File: src/rtl/tmr_pkg.sv
package tmr_pkg;

  typedef enum logic [1:0] {
    MD_TERM    = 2'd0,
    MD_ONESHOT = 2'd1,
    MD_RATE    = 2'd2
  } tmr_mode_e;

  typedef enum logic [1:0] {
    BY_NONE = 2'd0,
    BY_LOW  = 2'd1,
    BY_HIGH = 2'd2,
    BY_PAIR = 2'd3
  } tmr_bytes_e;

endpackage

File: src/rtl/tmr_ctl.sv
// Control word storage and count register byte assembly.
module tmr_ctl
  import tmr_pkg::*;
#(
  parameter int BYTE_W = 8,
  localparam int CNT_W = 2 * BYTE_W
) (
  input  logic              clk,
  input  logic              rst,
  input  logic              cw_wr,
  input  logic [1:0]        cw_mode,
  input  logic [1:0]        cw_bytes,
  input  logic              cnt_wr,
  input  logic [BYTE_W-1:0] cnt_data,
  output tmr_mode_e         mode,
  output logic              cw_evt,
  output logic              cr_done,
  output logic              first_byte,
  output logic [CNT_W-1:0]  cr
);

  tmr_bytes_e        bytes_q;
  logic              second_q;
  logic [BYTE_W-1:0] lo_hold_q;

  // Reserved encodings make the control word a no-op.
  assign cw_evt     = cw_wr && (cw_bytes != BY_NONE) && (cw_mode != 2'd3);
  assign cr_done    = !cw_evt && cnt_wr && ((bytes_q != BY_PAIR) || second_q);
  assign first_byte = !cw_evt && cnt_wr && (bytes_q == BY_PAIR) && !second_q;

  always_ff @(posedge clk) begin
    if (rst) begin
      mode      <= MD_TERM;
      bytes_q   <= BY_LOW;
      second_q  <= 1'b0;
      lo_hold_q <= '0;
      cr        <= '0;
    end else if (cw_evt) begin
      mode     <= tmr_mode_e'(cw_mode);
      bytes_q  <= tmr_bytes_e'(cw_bytes);
      second_q <= 1'b0;
    end else if (cnt_wr) begin
      case (bytes_q)
        BY_LOW:  cr <= {{BYTE_W{1'b0}}, cnt_data};
        BY_HIGH: cr <= {cnt_data, {BYTE_W{1'b0}}};
        BY_PAIR: begin
          if (!second_q) begin
            lo_hold_q <= cnt_data;
            second_q  <= 1'b1;
          end else begin
            cr       <= {cnt_data, lo_hold_q};
            second_q <= 1'b0;
          end
        end
        default: ;
      endcase
    end
  end

endmodule

File: src/rtl/tmr_trig.sv
// Gate sampler: a trigger is the first enable pulse seeing gate high after low.
module tmr_trig (
  input  logic clk,
  input  logic rst,
  input  logic tick,
  input  logic gate,
  output logic trig
);

  logic gate_q;

  always_ff @(posedge clk) begin
    if (rst) gate_q <= 1'b0;
    else if (tick) gate_q <= gate;
  end

  assign trig = tick && gate && !gate_q;

endmodule

File: src/rtl/tmr_core.sv
// Counting element, output level and null-count tracking for the three modes.
module tmr_core
  import tmr_pkg::*;
#(
  parameter int CNT_W = 16
) (
  input  logic             clk,
  input  logic             rst,
  input  tmr_mode_e        mode,
  input  logic             cw_evt,
  input  tmr_mode_e        cw_mode_new,
  input  logic             cr_done,
  input  logic             first_byte,
  input  logic             tick,
  input  logic             trig,
  input  logic             gate,
  input  logic [CNT_W-1:0] cr,
  output logic             out_lvl,
  output logic             null_cnt,
  output logic [CNT_W-1:0] elem
);

  localparam logic [CNT_W-1:0] ONE = CNT_W'(1);
  localparam logic [CNT_W-1:0] TWO = CNT_W'(2);

  logic load_pend_q;
  logic cnt_ok_q;
  logic halt_q;

  always_ff @(posedge clk) begin
    if (rst) begin
      elem        <= '0;
      out_lvl     <= 1'b0;
      null_cnt    <= 1'b0;
      load_pend_q <= 1'b0;
      cnt_ok_q    <= 1'b0;
      halt_q      <= 1'b0;
    end else begin
      // Rate generator: gate low holds the output high regardless of the clock.
      if (mode == MD_RATE && !gate) out_lvl <= 1'b1;

      if (cw_evt) begin
        null_cnt    <= 1'b1;
        out_lvl     <= (cw_mode_new != MD_TERM);
        load_pend_q <= 1'b0;
        cnt_ok_q    <= 1'b0;
        halt_q      <= 1'b0;
      end else if (cr_done) begin
        null_cnt <= 1'b1;
        cnt_ok_q <= 1'b1;
        halt_q   <= 1'b0;
        case (mode)
          MD_TERM: begin
            load_pend_q <= 1'b1;
            out_lvl     <= 1'b0;
          end
          MD_RATE: if (!cnt_ok_q) load_pend_q <= 1'b1;
          default: ;
        endcase
      end else if (first_byte) begin
        if (mode == MD_TERM) begin
          halt_q  <= 1'b1;
          out_lvl <= 1'b0;
        end
      end else if (tick) begin
        case (mode)
          MD_TERM: begin
            if (load_pend_q) begin
              elem        <= cr;
              load_pend_q <= 1'b0;
              null_cnt    <= 1'b0;
            end else if (cnt_ok_q && gate && !halt_q) begin
              elem <= elem - ONE;
              if (elem == ONE) out_lvl <= 1'b1;
            end
          end
          MD_ONESHOT: begin
            if (trig && cnt_ok_q) begin
              elem     <= cr;
              out_lvl  <= 1'b0;
              null_cnt <= 1'b0;
            end else if (cnt_ok_q) begin
              elem <= elem - ONE;
              if (elem == ONE) out_lvl <= 1'b1;
            end
          end
          MD_RATE: begin
            if (load_pend_q || (trig && cnt_ok_q)) begin
              elem        <= cr;
              load_pend_q <= 1'b0;
              null_cnt    <= 1'b0;
              out_lvl     <= 1'b1;
            end else if (cnt_ok_q && gate) begin
              if (elem == TWO) begin
                elem    <= ONE;
                out_lvl <= 1'b0;
              end else if (elem == ONE) begin
                elem     <= cr;
                out_lvl  <= 1'b1;
                null_cnt <= 1'b0;
              end else begin
                elem <= elem - ONE;
              end
            end
          end
          default: ;
        endcase
      end
    end
  end

endmodule

File: src/rtl/tmr_channel.sv
module tmr_channel
  import tmr_pkg::*;
#(
  parameter int BYTE_W = 8,
  localparam int CNT_W = 2 * BYTE_W
) (
  input  logic              clk,
  input  logic              rst,
  input  logic              cnt_en,
  input  logic              gate,
  input  logic              cw_wr,
  input  logic [1:0]        cw_mode,
  input  logic [1:0]        cw_bytes,
  input  logic              cnt_wr,
  input  logic [BYTE_W-1:0] cnt_data,
  output logic              out_lvl,
  output logic              null_cnt,
  output logic [CNT_W-1:0]  elem_val
);

  tmr_mode_e        mode;
  logic             cw_evt;
  logic             cr_done;
  logic             first_byte;
  logic [CNT_W-1:0] cr;
  logic             trig;

  tmr_ctl #(.BYTE_W(BYTE_W)) ctl_i (
    .clk        (clk),
    .rst        (rst),
    .cw_wr      (cw_wr),
    .cw_mode    (cw_mode),
    .cw_bytes   (cw_bytes),
    .cnt_wr     (cnt_wr),
    .cnt_data   (cnt_data),
    .mode       (mode),
    .cw_evt     (cw_evt),
    .cr_done    (cr_done),
    .first_byte (first_byte),
    .cr         (cr)
  );

  tmr_trig trig_i (
    .clk  (clk),
    .rst  (rst),
    .tick (cnt_en),
    .gate (gate),
    .trig (trig)
  );

  tmr_core #(.CNT_W(CNT_W)) core_i (
    .clk         (clk),
    .rst         (rst),
    .mode        (mode),
    .cw_evt      (cw_evt),
    .cw_mode_new (tmr_mode_e'(cw_mode)),
    .cr_done     (cr_done),
    .first_byte  (first_byte),
    .tick        (cnt_en),
    .trig        (trig),
    .gate        (gate),
    .cr          (cr),
    .out_lvl     (out_lvl),
    .null_cnt    (null_cnt),
    .elem        (elem_val)
  );

endmodule

File: config.mk
export PLATFORM = sky130hd
export DESIGN_NAME = tmr_channel
export DESIGN_NICKNAME = d
export VERILOG_FILES = /design/src/rtl/tmr_pkg.sv /design/src/rtl/tmr_ctl.sv /design/src/rtl/tmr_trig.sv /design/src/rtl/tmr_core.sv /design/src/rtl/tmr_channel.sv
export SDC_FILE = /design/constraint.sdc
export NUM_CORES = 1
export LEC_CHECK = 0
export BUFFER_PORTS_ARGS = -buffer_cell sky130_fd_sc_hd__buf_4
export CAP_MARGIN = 20
export CORE_AREA = 3 3 76 96
export CTS_BUF_LIST = sky130_fd_sc_hd__clkbuf_8
export DETAILED_ROUTE_END_ITERATION = 10
export DIE_AREA = 0 0 79 99
export HOLD_SLACK_MARGIN = 0.05
export PLACE_DENSITY_LB_ADDON = 0.08
export SYNTH_ARGS = -nofsm -noshare
export SYNTH_HDL_FRONTEND = slang
export SYNTH_SLANG_ARGS = --single-unit
File: constraint.sdc
create_clock -name clk -period 2.2 [get_ports clk]
set_input_delay 0.11 -clock clk [delete_from_list [all_inputs] [get_ports clk]]
set_output_delay 0.11 -clock clk [all_outputs]
set_load 0.01 [all_outputs]
Word level (Yosys, flattened, before mapping)
Index checks and enable logic that the tools add are counted.

word-level totals
  register bits = 51
  output and inout bits = 18
  word-level logic and storage cells = 122
  bits of input ports = 18

operators by class
  muxes and demuxes = 45
  reductions and logical operators = 37
  add/subtract/negate cells = 1
  bitwise gates (word level) = 4
  eq/ne operators = 23

operators by type and width
  cell                                                                  number
  16-bit two-way mux                                                    9
  16-bit one-hot mux with 3 select lines                                2
  1-bit two-way mux                                                     30
  16-bit by 1-bit == test with 1-bit output, second input constant      1
  16-bit by 2-bit == test with 1-bit output, second input constant      1
  8-bit AND reduction                                                   2
  16-bit by 1-bit subtractor with 16-bit output, second input constant  1
  5-bit by 4-bit != test with 1-bit output, second input constant       3
  1-bit logical AND                                                     12
  3-bit nonzero test                                                    4
  3-bit by 2-bit != test with 1-bit output, second input constant       3
  3-bit != test, second input constant                                  3
  4-bit by 2-bit != test with 1-bit output, second input constant       2
  4-bit AND reduction                                                   2
  2-bit == test, second input constant                                  3
  1-bit one-hot mux with 3 select lines                                 2
  6-bit AND reduction                                                   1
  2-bit nonzero test                                                    3
  1-bit zero test                                                       5
  5-bit nonzero test                                                    1
  2-bit by 1-bit == test with 1-bit output, second input constant       2
  2-bit by 1-bit != test with 1-bit output, second input constant       2
  2-bit != test, second input constant                                  2
  1-bit inverter                                                        4
  7 further kinds                                                       10

Longest topological paths before layout
Gate-level depths: netlist of the first run.

  depth after elaboration = 12
  gate-level depth with buffers = 10
  mapped depth without buffers = 8

Cells and area by module
From an unflattened synthesis of the first run, not the netlist that was laid out.

second synthesis, totals
  cells, all modules = 397
  area total of the unflattened synthesis = 3370.7 sq um

modules (own cells, without submodules)
  module    area an instance (sq um)  times used  seq. area each (sq um)  cells each
  tmr_core  2078.2                    1           420.4                   269
  tmr_ctl   1249.9                    1           580.6                   123
  tmr_trig  42.5                      1           20.0                    5

Worst setup path after synthesis of the first run
No wires, ideal clock.

  kind = register to register
  from = register core_i.elem[2]
  to = register core_i.elem[13]
  data required time = 2.109 ns
  cell stages (with the launch flop) = 9
  path buffers = 2
  library setup time = 0.091 ns
  period minus slack after synthesis = 2.455 ns
  data arrival time = 2.364 ns
  path slack = -0.255 ns
  cell sequence = dfxtp_1 > clkbuf_1 > or4_1 > buf_2 > or3_4 > nor3b_2 > xnor2_1 > or4_1 > a311oi_1

on the way
  word-level cells in the longest chain between the ends = 6
  elaborated cells on any way between the ends = 12
  classes of those cells = 1 x add/sub; 2 x eq/ne; 9 x mux

RTL lines
  what                                                                                                               RTL line        source
  from (decl)                                                                                                        tmr_core.sv:20  output logic [CNT_W-1:0] elem
  from (signal assigned)                                                                                             tmr_core.sv:69  elem <= cr;
  from (signal assigned)                                                                                             tmr_core.sv:73  elem <= elem - ONE;
  from (signal assigned)                                                                                             tmr_core.sv:79  elem <= cr;
  16-bit by 1-bit subtractor with 16-bit output / 16-bit by 1-bit == test with 1-bit output (equally long branches)  n/a
  16-bit two-way mux                                                                                                 tmr_core.sv:97  end else if (elem == ONE) begin
  16-bit two-way mux                                                                                                 tmr_core.sv:94  if (elem == TWO) begin
  16-bit two-way mux                                                                                                 tmr_core.sv:93  end else if (cnt_ok_q && gate) begin
  16-bit two-way mux                                                                                                 tmr_core.sv:88  if (load_pend_q || (trig && cnt_ok_q)) begin
  16-bit one-hot mux with 3 select lines *                                                                           tmr_core.sv:66  case (mode)

Mark *: on every way between the ends. The rest lies on a longest branch, timed or not. The select of a mux whose other input is x is not followed.
A chain may end at the register's enable or synchronous reset.

Final worst setup path of the first run
  from = register core_i.elem[3]
  to = register core_i.elem[13]

The elaborated chain is that of the path after synthesis.

==> impl_metrics.tcl, run 1 <==
set metrics [dict create \
    clock_skew_ns 0.00553 \
    cts-root-buf "clkbuf_8" \
    diodes 0 \
    wl_mm 9.96 \
    antenna_found_initial 0 \
    fin_crit_sh 1.04 \
    crit_path_start_kind "register" \
    grt.total_usage 0.262 \
    setup.worst_path.class "register to register" \
    hold_viol_final 0 \
    wl_per_cell_um 16.4 \
    hp-class "input port to register" \
    layout-drive-gt1-share 0.266 \
    syn_area_um2 3240 \
    final_util 0.657 \
    drv_cap 0 \
    total_power_mw 2.62 \
    power_density_nw_per_um2 610 \
    grt_pass1_wl_mm 16.6 \
    peakVddDrop_uv 393 \
    ys_ff_latch 51 \
    yosysTopAreaCell "dfxtp_1" \
    clk_pin_slew_ns 0.10 \
    crit_path_end_kind "register" \
    drc_errors 0 \
    yosys.area.top_type_share 0.315 \
    grt_max_degree 52 \
    cts.sinks 51 \
    first_pass_iters 5 \
    ctsLongestPathBuffers 2 \
    tightest_slew_ns 0.610 \
    max_freq_ghz 0.438 \
    syn_area_per_cell_um2 7.46 \
    arrival_ns 2.50 \
    violations "negative setup slack" \
    crit_buf_inv 0 \
    dr.first_iter.drc_count 328 \
    worst_slack_ns -0.0823 \
    regToRegSetupSlack_ns -0.08 \
    die_area_um2 7820 \
    cts_tree "done" \
    synthTopCellsByArea "dfxtp_1 (32%), nor2_1 (6.4%), nand2_1 (5.7%), o21ai_0 (4.8%), a21oi_1 (4.5%)" \
    critPathMaxFanout 2 \
    fin_nets 543 \
    synth_most_common_cell "nor2_1" \
    async_flop_share 0 \
    core-area_um2 6520 \
    yosys_warnings 0 \
    dpl.hpwl_mm 7.57 \
    status "complete, but fails checks" \
    place_congestion 0.978 \
    die_w_um 79 \
    gr-total-overflow 0 \
    synth_common_cells "nor2_1 (55), dfxtp_1 (51), nand2_1 (49)" \
    syn2layout_area_growth_pct 32.4 \
    leakagePower_nw 1.77 \
    htree_levels 2 \
    row_count 33 \
    drv_slew 0 \
    period_minus_slack_ns 2.28 \
    path_cells "or4_4, or3_4, nor3b_2, xnor2_1, or4_1, a311oi_1" \
    synth.net_count 459 \
    critPathTopFamily "simple AND/OR/NAND/NOR gates" \
    boundaryPins 36 \
    start_util 0.496 \
    synth_ff_type "dfxtp_1" \
    ys_types 54 \
    cts_made_buffers 5 \
    synthCells 434 \
    cpPeakStageDelay_ns 0.53 \
    grt_setup_unrepaired "true" \
    critPathRequiredTime_ns 2.42 \
    finalSetupViolCount 1 \
    synth_edf_count 0 \
    first_global_vias 3396 \
    antenna_left 0 \
    dieHeight_um 99 \
    insertion_delay_ns 0.31 \
    slew_headroom 0.591 \
    slowest_stage "or4_4" \
    via_per_inst 5.85 \
    port_buffers 35 \
    via_count 3544 \
    yosysSeqAreaShare 0.315 \
]
==> final timing paths <==
path / startpoint / to / cells after the start
worst min register to register: ctl_i.mode[0]$_SDFFE_PP0P_ / ctl_i.mode[0]$_SDFFE_PP0P_ / 2
worst max-delay path: core_i.elem[3]$_SDFFE_PP0P_ / core_i.elem[13]$_SDFFE_PP0P_ / 6
worst min-delay path: cw_mode[0] / ctl_i.mode[0]$_SDFFE_PP0P_ / 3
worst max register to register: core_i.elem[3]$_SDFFE_PP0P_ / core_i.elem[13]$_SDFFE_PP0P_ / 6
==> final cells by class <==
cell class                 instances  area, um^2
fill                             621        2240
multi-input combinational        343        2190
clock buffer                       5        68.8
inverter                          10        37.5
timing repair buffer             107         825
clock inverter                     3        27.5
tap                               87         109
sequential                        51        1030
==> cell families after synthesis <==
logic type                 share of synthesized area
DFF                                            0.315
and+or+nand+nor                                0.249
muxes                                         0.0433
buffers and inverters                         0.0468
AOI/OAI and AO/OA                              0.280
adders and majority gates                     0.0271
xor gates and xnor gates                      0.0379
==> layer usage <==
metal,track usage,vias to the layer above,part of all wire
met1,0.336,1635,0.43
met3,0.0274,29,0.049
met2,0.452,128,0.49
met5,0,-,0
li1,-,1752,-
met4,0.0952,0,0.040
==> sequential cells by signal (all words and copies together) (netlist names), 2 cells and up <==
signal	cells
core_i.elem	16
ctl_i.cr	16
ctl_i.lo_hold_q	8
ctl_i.bytes_q	2
ctl_i.mode	2
==> timing repair <==
item | 4_1_cts | 5_1_grt
hold buffers | 7 | 0
buffers inserted | 0 | 3
pin swaps | 1 | 8
setup endpoints to repair | 5 | 24
hold endpoints to repair | 10 | 0
resized for setup | 4 | 18
==> per-stage QoR <==
step / setup slack (ns) / hold WS [ns] / std cells / setup TNS, ns / instance area [um^2]
6_report: -0.0823 / 0.0519 / 606 / -0.0823 / 4290
5_1_grt: -0.142 / 0.0643 / 606 / -0.244 / 4290
4_1_cts: -0.0972 / 0.0504 / 603 / -0.0972 / 4190
3_5_place_dp: -0.139 / 0.364 / 588 / -0.240 / 4010
3_3_place_gp: -0.0963 / 0.361 / 588 / -0.104 / 4010
2_1_floorplan: -0.187 / 0.238 / 434 / -0.205 / 3300
==> placed cells by master (no fill, tap or decap), types with 9 or more instances in the layout <==
cell type | Yosys | routed
nor3_1 | 14 | 13
a22oi_1 | 9 | 9
nor2_1 | 55 | 55
xnor2_1 | 9 | 9
dfxtp_1 | 51 | 46
nand2_1 | 49 | 49
a21oi_1 | 29 | 29
buf_4 | 0 | 99
o21ai_0 | 31 | 31
o211ai_1 | 10 | 10
a211oi_1 | 13 | 11
mux2i_1 | 14 | 14
==> tightest hold or removal path: stages <==
cell	delay, ns
buf_4	0.12
nand2_1	0.05
a21oi_1	0.05
==> report_power, final <==
part	leakage [nW]	internal, mW	switching, mW
Clock	0.0463	0.234	0.348
Combinational	1.30	0.473	0.544
Sequential	0.418	0.974	0.0425
No activity file was read; power rests on OpenSTA's default activity.
==> inputs of run 2 (changes only) <==
--- a/config.mk
+++ b/config.mk
@@ -8,7 +8,7 @@
 export BUFFER_PORTS_ARGS = -buffer_cell sky130_fd_sc_hd__buf_4
 export CAP_MARGIN = 20
 export CORE_AREA = 3 3 76 96
-export CTS_BUF_LIST = sky130_fd_sc_hd__clkbuf_8
+export CTS_BUF_LIST = sky130_fd_sc_hd__clkbuf_2
 export DETAILED_ROUTE_END_ITERATION = 10
 export DIE_AREA = 0 0 79 99
 export HOLD_SLACK_MARGIN = 0.05
==> run 2 against run 1 <==
Compared with the run above:
- cell area is 2.4% higher
- sequential cell count stayed put
- routed wire length is 2.1% higher
- critical path depth stayed put
- register-to-register slack worse by 0.03 ns
- clock-buffer cell count stayed put
- cell count is 2.0% higher
- worst hold slack better by 0.032 ns
- the flow still finishes with violations (negative setup slack)
==> impl_metrics.tcl, run 2 (synthesized netlist as in run 1, its figures left out) <==
set metrics [dict create \
    worst_slack_ns -0.108 \
    first_pass_iters 5 \
    critPathMaxFanout 2 \
    diodes 0 \
    reg2reg_from "core_i.elem[3]$_SDFFE_PP0P_" \
    holdWs_ns 0.0837 \
    layout_commonest_cell "buf_4" \
    grt.total_usage 0.268 \
    setup-tns-final_ns -0.127 \
    max_freq_ghz 0.433 \
    via_count 3618 \
    path_cells "or4_4, or3_4, nor3b_2, xnor2_1, or4_1, a311oi_1" \
    period_minus_slack_ns 2.31 \
    htree_levels 2 \
    critPathRequiredTime_ns 2.59 \
    dpl.hpwl_mm 7.57 \
    status "complete, but fails checks" \
    rr_worst_depth 6 \
    start_util 0.496 \
    crit_path_end_kind "register" \
    cp.depth 6 \
    crit_buf_inv 0 \
    setup.worst_path.class "register to register" \
    grt_pass1_wl_mm 16.8 \
    grt_setup_unrepaired "true" \
    grt_max_degree 52 \
    hold_viol_final 0 \
    critPathTopFamily "simple AND/OR/NAND/NOR gates" \
    cts_tree "done" \
    slew_headroom 0.594 \
    wl_per_cell_um 16.5 \
    leakagePower_nw 1.81 \
    finalSetupViolCount 2 \
    boundaryPins 36 \
    syn2layout_area_growth_pct 35.6 \
    first_global_vias 3467 \
    dr.first_iter.drc_count 261 \
    drv_cap 0 \
    ctsLongestPathBuffers 2 \
    slowest_stage "or4_4" \
    layout_common_cells "buf_4 (98), nor2_1 (55), nand2_1 (49), dfxtp_1 (45), o21ai_0 (30)" \
    min_path_cells 2 \
    power_density_nw_per_um2 568 \
    gr-total-overflow 0 \
    cts-root-buf "clkbuf_2" \
    via_per_inst 5.85 \
    clock_skew_ns 0.0116 \
    antenna_left 0 \
    wl_mm 10.2 \
    fin_nets 555 \
    antenna_found_initial 0 \
    min_from "rst" \
    arrival_ns 2.70 \
    drv_slew 0 \
    cpPeakStageDelay_ns 0.53 \
    clk_pin_slew_ns 0.28 \
    die_area_um2 7820 \
    violations "negative setup slack" \
    cts_made_buffers 5 \
    layout-drive-gt1-share 0.262 \
    fin_crit_sh 1.05 \
    core-area_um2 6520 \
    port_buffers 35 \
    place_congestion 0.978 \
    hp-class "input port to register" \
    setup.worst_path.start "core_i.elem[3]$_SDFFE_PP0P_" \
    drc_errors 0 \
    insertion_delay_ns 0.45 \
    dieHeight_um 99 \
    crit_path_start_kind "register" \
    row_count 33 \
    reg_top3 "core_i.elem (16), ctl_i.cr (16), ctl_i.lo_hold_q (8)" \
    peakVddDrop_uv 403 \
    cts.sinks 51 \
    die_w_um 79 \
    tightest_slew_ns 0.605 \
]
-- run 2: layout make-up --
cell class	instances	area, um^2
clock buffers	5	25.0
well taps	87	109
fillers	612	2130
flip-flops and latches	51	1030
multi-input cells	343	2210
clock inverters	3	27.5
inverters	10	40.0
repair buffers	119	948
-- run 2: repair_timing --
item                       4_1_cts  5_1_grt
hold buffers                    19        0
setup endpoints to repair        7       15
setup buffers                    0        3
gates resized for setup          5       23
pin swaps                        1        9
hold endpoints to repair        33        0
-- run 2: worst paths after layout --
| path | to | slack, ns |
|---|---|---|
| max | core_i.elem[13]$_SDFFE_PP0P_ | -0.11 |
| min | trig_i.gate_q$_SDFFE_PP0P_ | 0.08 |
| max reg2reg | core_i.elem[13]$_SDFFE_PP0P_ | -0.11 |
| min reg2reg | ctl_i.cr[1]$_SDFFE_PP0P_ | 0.54 |
-- run 2: where the power goes --
part           leakage, nW  switching (mW)  internal (mW)  total [mW]
Combinational         1.36           0.552          0.494        1.05
Clock               0.0311           0.336         0.0891       0.426
Sequential           0.418          0.0423          0.978        1.02
-- run 2: through the flow --
| step | power [mW] | instances | setup WS, ns | area (um^2) | utilization |
|---|---|---|---|---|---|
| after CTS | 2.45 | 615 | -0.126 | 4270 | 0.654 |
| final | 2.49 | 618 | -0.108 | 4390 | 0.673 |
| after global placement | 1.96 | 588 | -0.0963 | 4010 | 0.614 |
| after detailed placement | 1.97 | 588 | -0.139 | 4010 | 0.614 |
| after global routing | 2.65 | 618 | -0.166 | 4390 | 0.673 |
| after floorplan | 1.61 | 434 | -0.187 | 3300 | - |
-- run 2: metal layers --
layer	part of all wire	track usage	vias up
met4	0.039	0.111	0
met2	0.50	0.462	115
met1	0.42	0.337	1690
met5	0	0	-
li1	-	-	1781
met3	0.042	0.0302	32
==> inputs of run 3 (changes only) <==
--- a/config.mk
+++ b/config.mk
@@ -13,6 +13,7 @@
 export DIE_AREA = 0 0 79 99
 export HOLD_SLACK_MARGIN = 0.05
 export PLACE_DENSITY_LB_ADDON = 0.08
+export SLEW_MARGIN = 20
 export SYNTH_ARGS = -nofsm -noshare
 export SYNTH_HDL_FRONTEND = slang
 export SYNTH_SLANG_ARGS = --single-unit
==> constraint.sdc (replaced) <==
create_clock -name clk -period 2.4 [get_ports clk]
set_input_delay 0.12 -clock clk [delete_from_list [all_inputs] [get_ports clk]]
set_output_delay 0.12 -clock clk [all_outputs]
set_load 0.01 [all_outputs]
==> run 3 against run 2 <==
Compared with the run above:
- first-iteration DRC count grew 15%
- routed wire length grew 0.44%
- setup slack gained 0.16 ns
- largest power group is now sequential cells
- the run now ends clean
- via count shrank 2.4%
- sequential cell count is the same
- largest cell class unchanged
- highest routed layer unchanged
- critical path type unchanged
- sequential share of layout area grew 1.3 points
- clock-buffer cell count is the same
- die area is the same
- global-route usage is essentially flat
==> impl_metrics.tcl, run 3 (synthesized netlist as in run 1, its figures left out) <==
set metrics [dict create \
    critPathMaxFanout 4 \
    drv_slew 0 \
    crit_path_start_kind "register" \
    dp_cells 571 \
    arrival_ns 2.79 \
    layout-drive-gt1-share 0.205 \
    gr-total-overflow 0 \
    grt_pass1_wl_mm 16.7 \
    grt_setup_unrepaired "true" \
    row_count 33 \
    slowest_stage "or4_4" \
    hold_viol_final 0 \
    setup.worst_path.class "register to register" \
    cts_made_buffers 5 \
    peakVddDrop_uv 330 \
    wl_mm 10.2 \
    cts_tree "done" \
    crit_path_end_kind "register" \
    wl_per_cell_um 17.0 \
    dieHeight_um 99 \
    p_sw_frac 0.378 \
    finalSetupViolCount 0 \
    first_pass_iters 5 \
    syn2layout_area_growth_pct 28.0 \
    fin_nets 537 \
    start_util 0.496 \
    grt_max_degree 52 \
    boundaryPins 36 \
    slew_headroom 0.577 \
    fillers 623 \
    cts-root-buf "clkbuf_2" \
    max_freq_ghz 0.427 \
    tightest_slew_ns 0.630 \
    path_cells "or4_4, or3_4, nor3b_2, xnor2_1, or4_1, a311oi_2" \
    layout_commonest_cell "buf_4" \
    power_frac_seq 0.427 \
    holdWs_ns 0.0764 \
    place_congestion 0.991 \
    drc_errors 0 \
    clk_pin_slew_ns 0.31 \
    power_frac_clock 0.185 \
    hp-class "input port to register" \
    clock_skew_ns 0.0255 \
    setup-tns-final_ns 0 \
    fin_cells 600 \
    dpl.hpwl_mm 7.41 \
    grt.total_usage 0.268 \
    drv_cap 0 \
    cts.sinks 51 \
    p_int_mw 1.36 \
    power_density_nw_per_um2 529 \
    via_per_inst 5.88 \
    diodes 0 \
    reg_top3 "core_i.elem (16), ctl_i.cr (16), ctl_i.lo_hold_q (8)" \
    comb_power_share 0.389 \
    ctsLongestPathBuffers 2 \
    switching_power_mw 0.827 \
    core-area_um2 6520 \
    critPathTopFamily "simple AND/OR/NAND/NOR gates" \
    critPathRequiredTime_ns 2.84 \
    period_minus_slack_ns 2.34 \
    die_w_um 79 \
    htree_levels 2 \
    via_count 3530 \
    insertion_delay_ns 0.49 \
    port_buffers 35 \
    layout_common_cells "buf_4 (82), nor2_1 (55), nand2_1 (49), dfxtp_1 (49), o21ai_0 (31)" \
    crit_buf_inv 0 \
    dr.first_iter.drc_count 301 \
    antenna_found_initial 0 \
    fin_crit_sh 0.977 \
    leakagePower_nw 1.69 \
    cpPeakStageDelay_ns 0.52 \
    status "completed" \
    antenna_left 0 \
    die_area_um2 7820 \
    first_global_vias 3438 \
]
-- run 3: cell types whose count changed in the layout (fill, tap and decap cells not counted), sizes merged --
cell  change
buf      -18
-- run 3: final timing paths --
path | from | cells after the start | end | slack (ns)
hold reg to reg | ctl_i.lo_hold_q[3]$_SDFFE_PP0P_ | 2 | ctl_i.lo_hold_q[3]$_SDFFE_PP0P_ | 0.54
hold / removal | rst | 2 | trig_i.gate_q$_SDFFE_PP0P_ | 0.08
setup reg to reg | core_i.elem[3]$_SDFFE_PP0P_ | 6 | core_i.elem[13]$_SDFFE_PP0P_ | 0.06
setup / recovery | core_i.elem[3]$_SDFFE_PP0P_ | 6 | core_i.elem[13]$_SDFFE_PP0P_ | 0.06
-- run 3: timing repair --
item | 4_1_cts | 5_1_grt
setup buffers | 0 | 2
setup endpoints to repair | 1 | 8
hold endpoints to repair | 32 | 0
hold buffers | 19 | 0
gates resized for setup | 0 | 9
pin swaps | 1 | 2
-- run 3: per-layer routing --
metal,vias up,global-route usage,part of all wire
li1,1745,-,-
met1,1652,0.315,0.42
met2,110,0.483,0.51
met3,23,0.0430,0.040
met4,0,0.0979,0.026
met5,-,0,0
-- run 3: layout make-up --
type | instances | area [um^2] | share of cell area
multi-input cells | 343 | 2110 | 0.510
flip-flops and latches | 51 | 1020 | 0.247
repair buffers | 101 | 806 | 0.195
well taps | 87 | 109 | 0.0263
inverters | 10 | 37.5 | 0.00906
clock inverters | 3 | 27.5 | 0.00664
clock buffers | 5 | 25.0 | 0.00604
-- run 3: power groups by stage --
stage                     clock [mW]  combinational (mW)  sequential [mW]
after floorplan                    0               0.506            0.955
after global placement             0               0.780            0.948
after detailed placement           0               0.785            0.949
after CTS                      0.413               0.814            0.934
after global routing           0.447               0.937            0.942
final                          0.404               0.851            0.935
-- run 3: per-stage QoR --
stage	area [um^2]	utilization	setup WS [ns]	power, mW
3_3_place_gp	3850	0.590	0.115	1.73
6_report	4140	0.635	0.0560	2.19
2_1_floorplan	3250	-	-0.0188	1.46
4_1_cts	4090	0.627	0.0169	2.16
5_1_grt	4140	0.635	-0.0216	2.33
3_5_place_dp	3850	0.590	0.0415	1.73
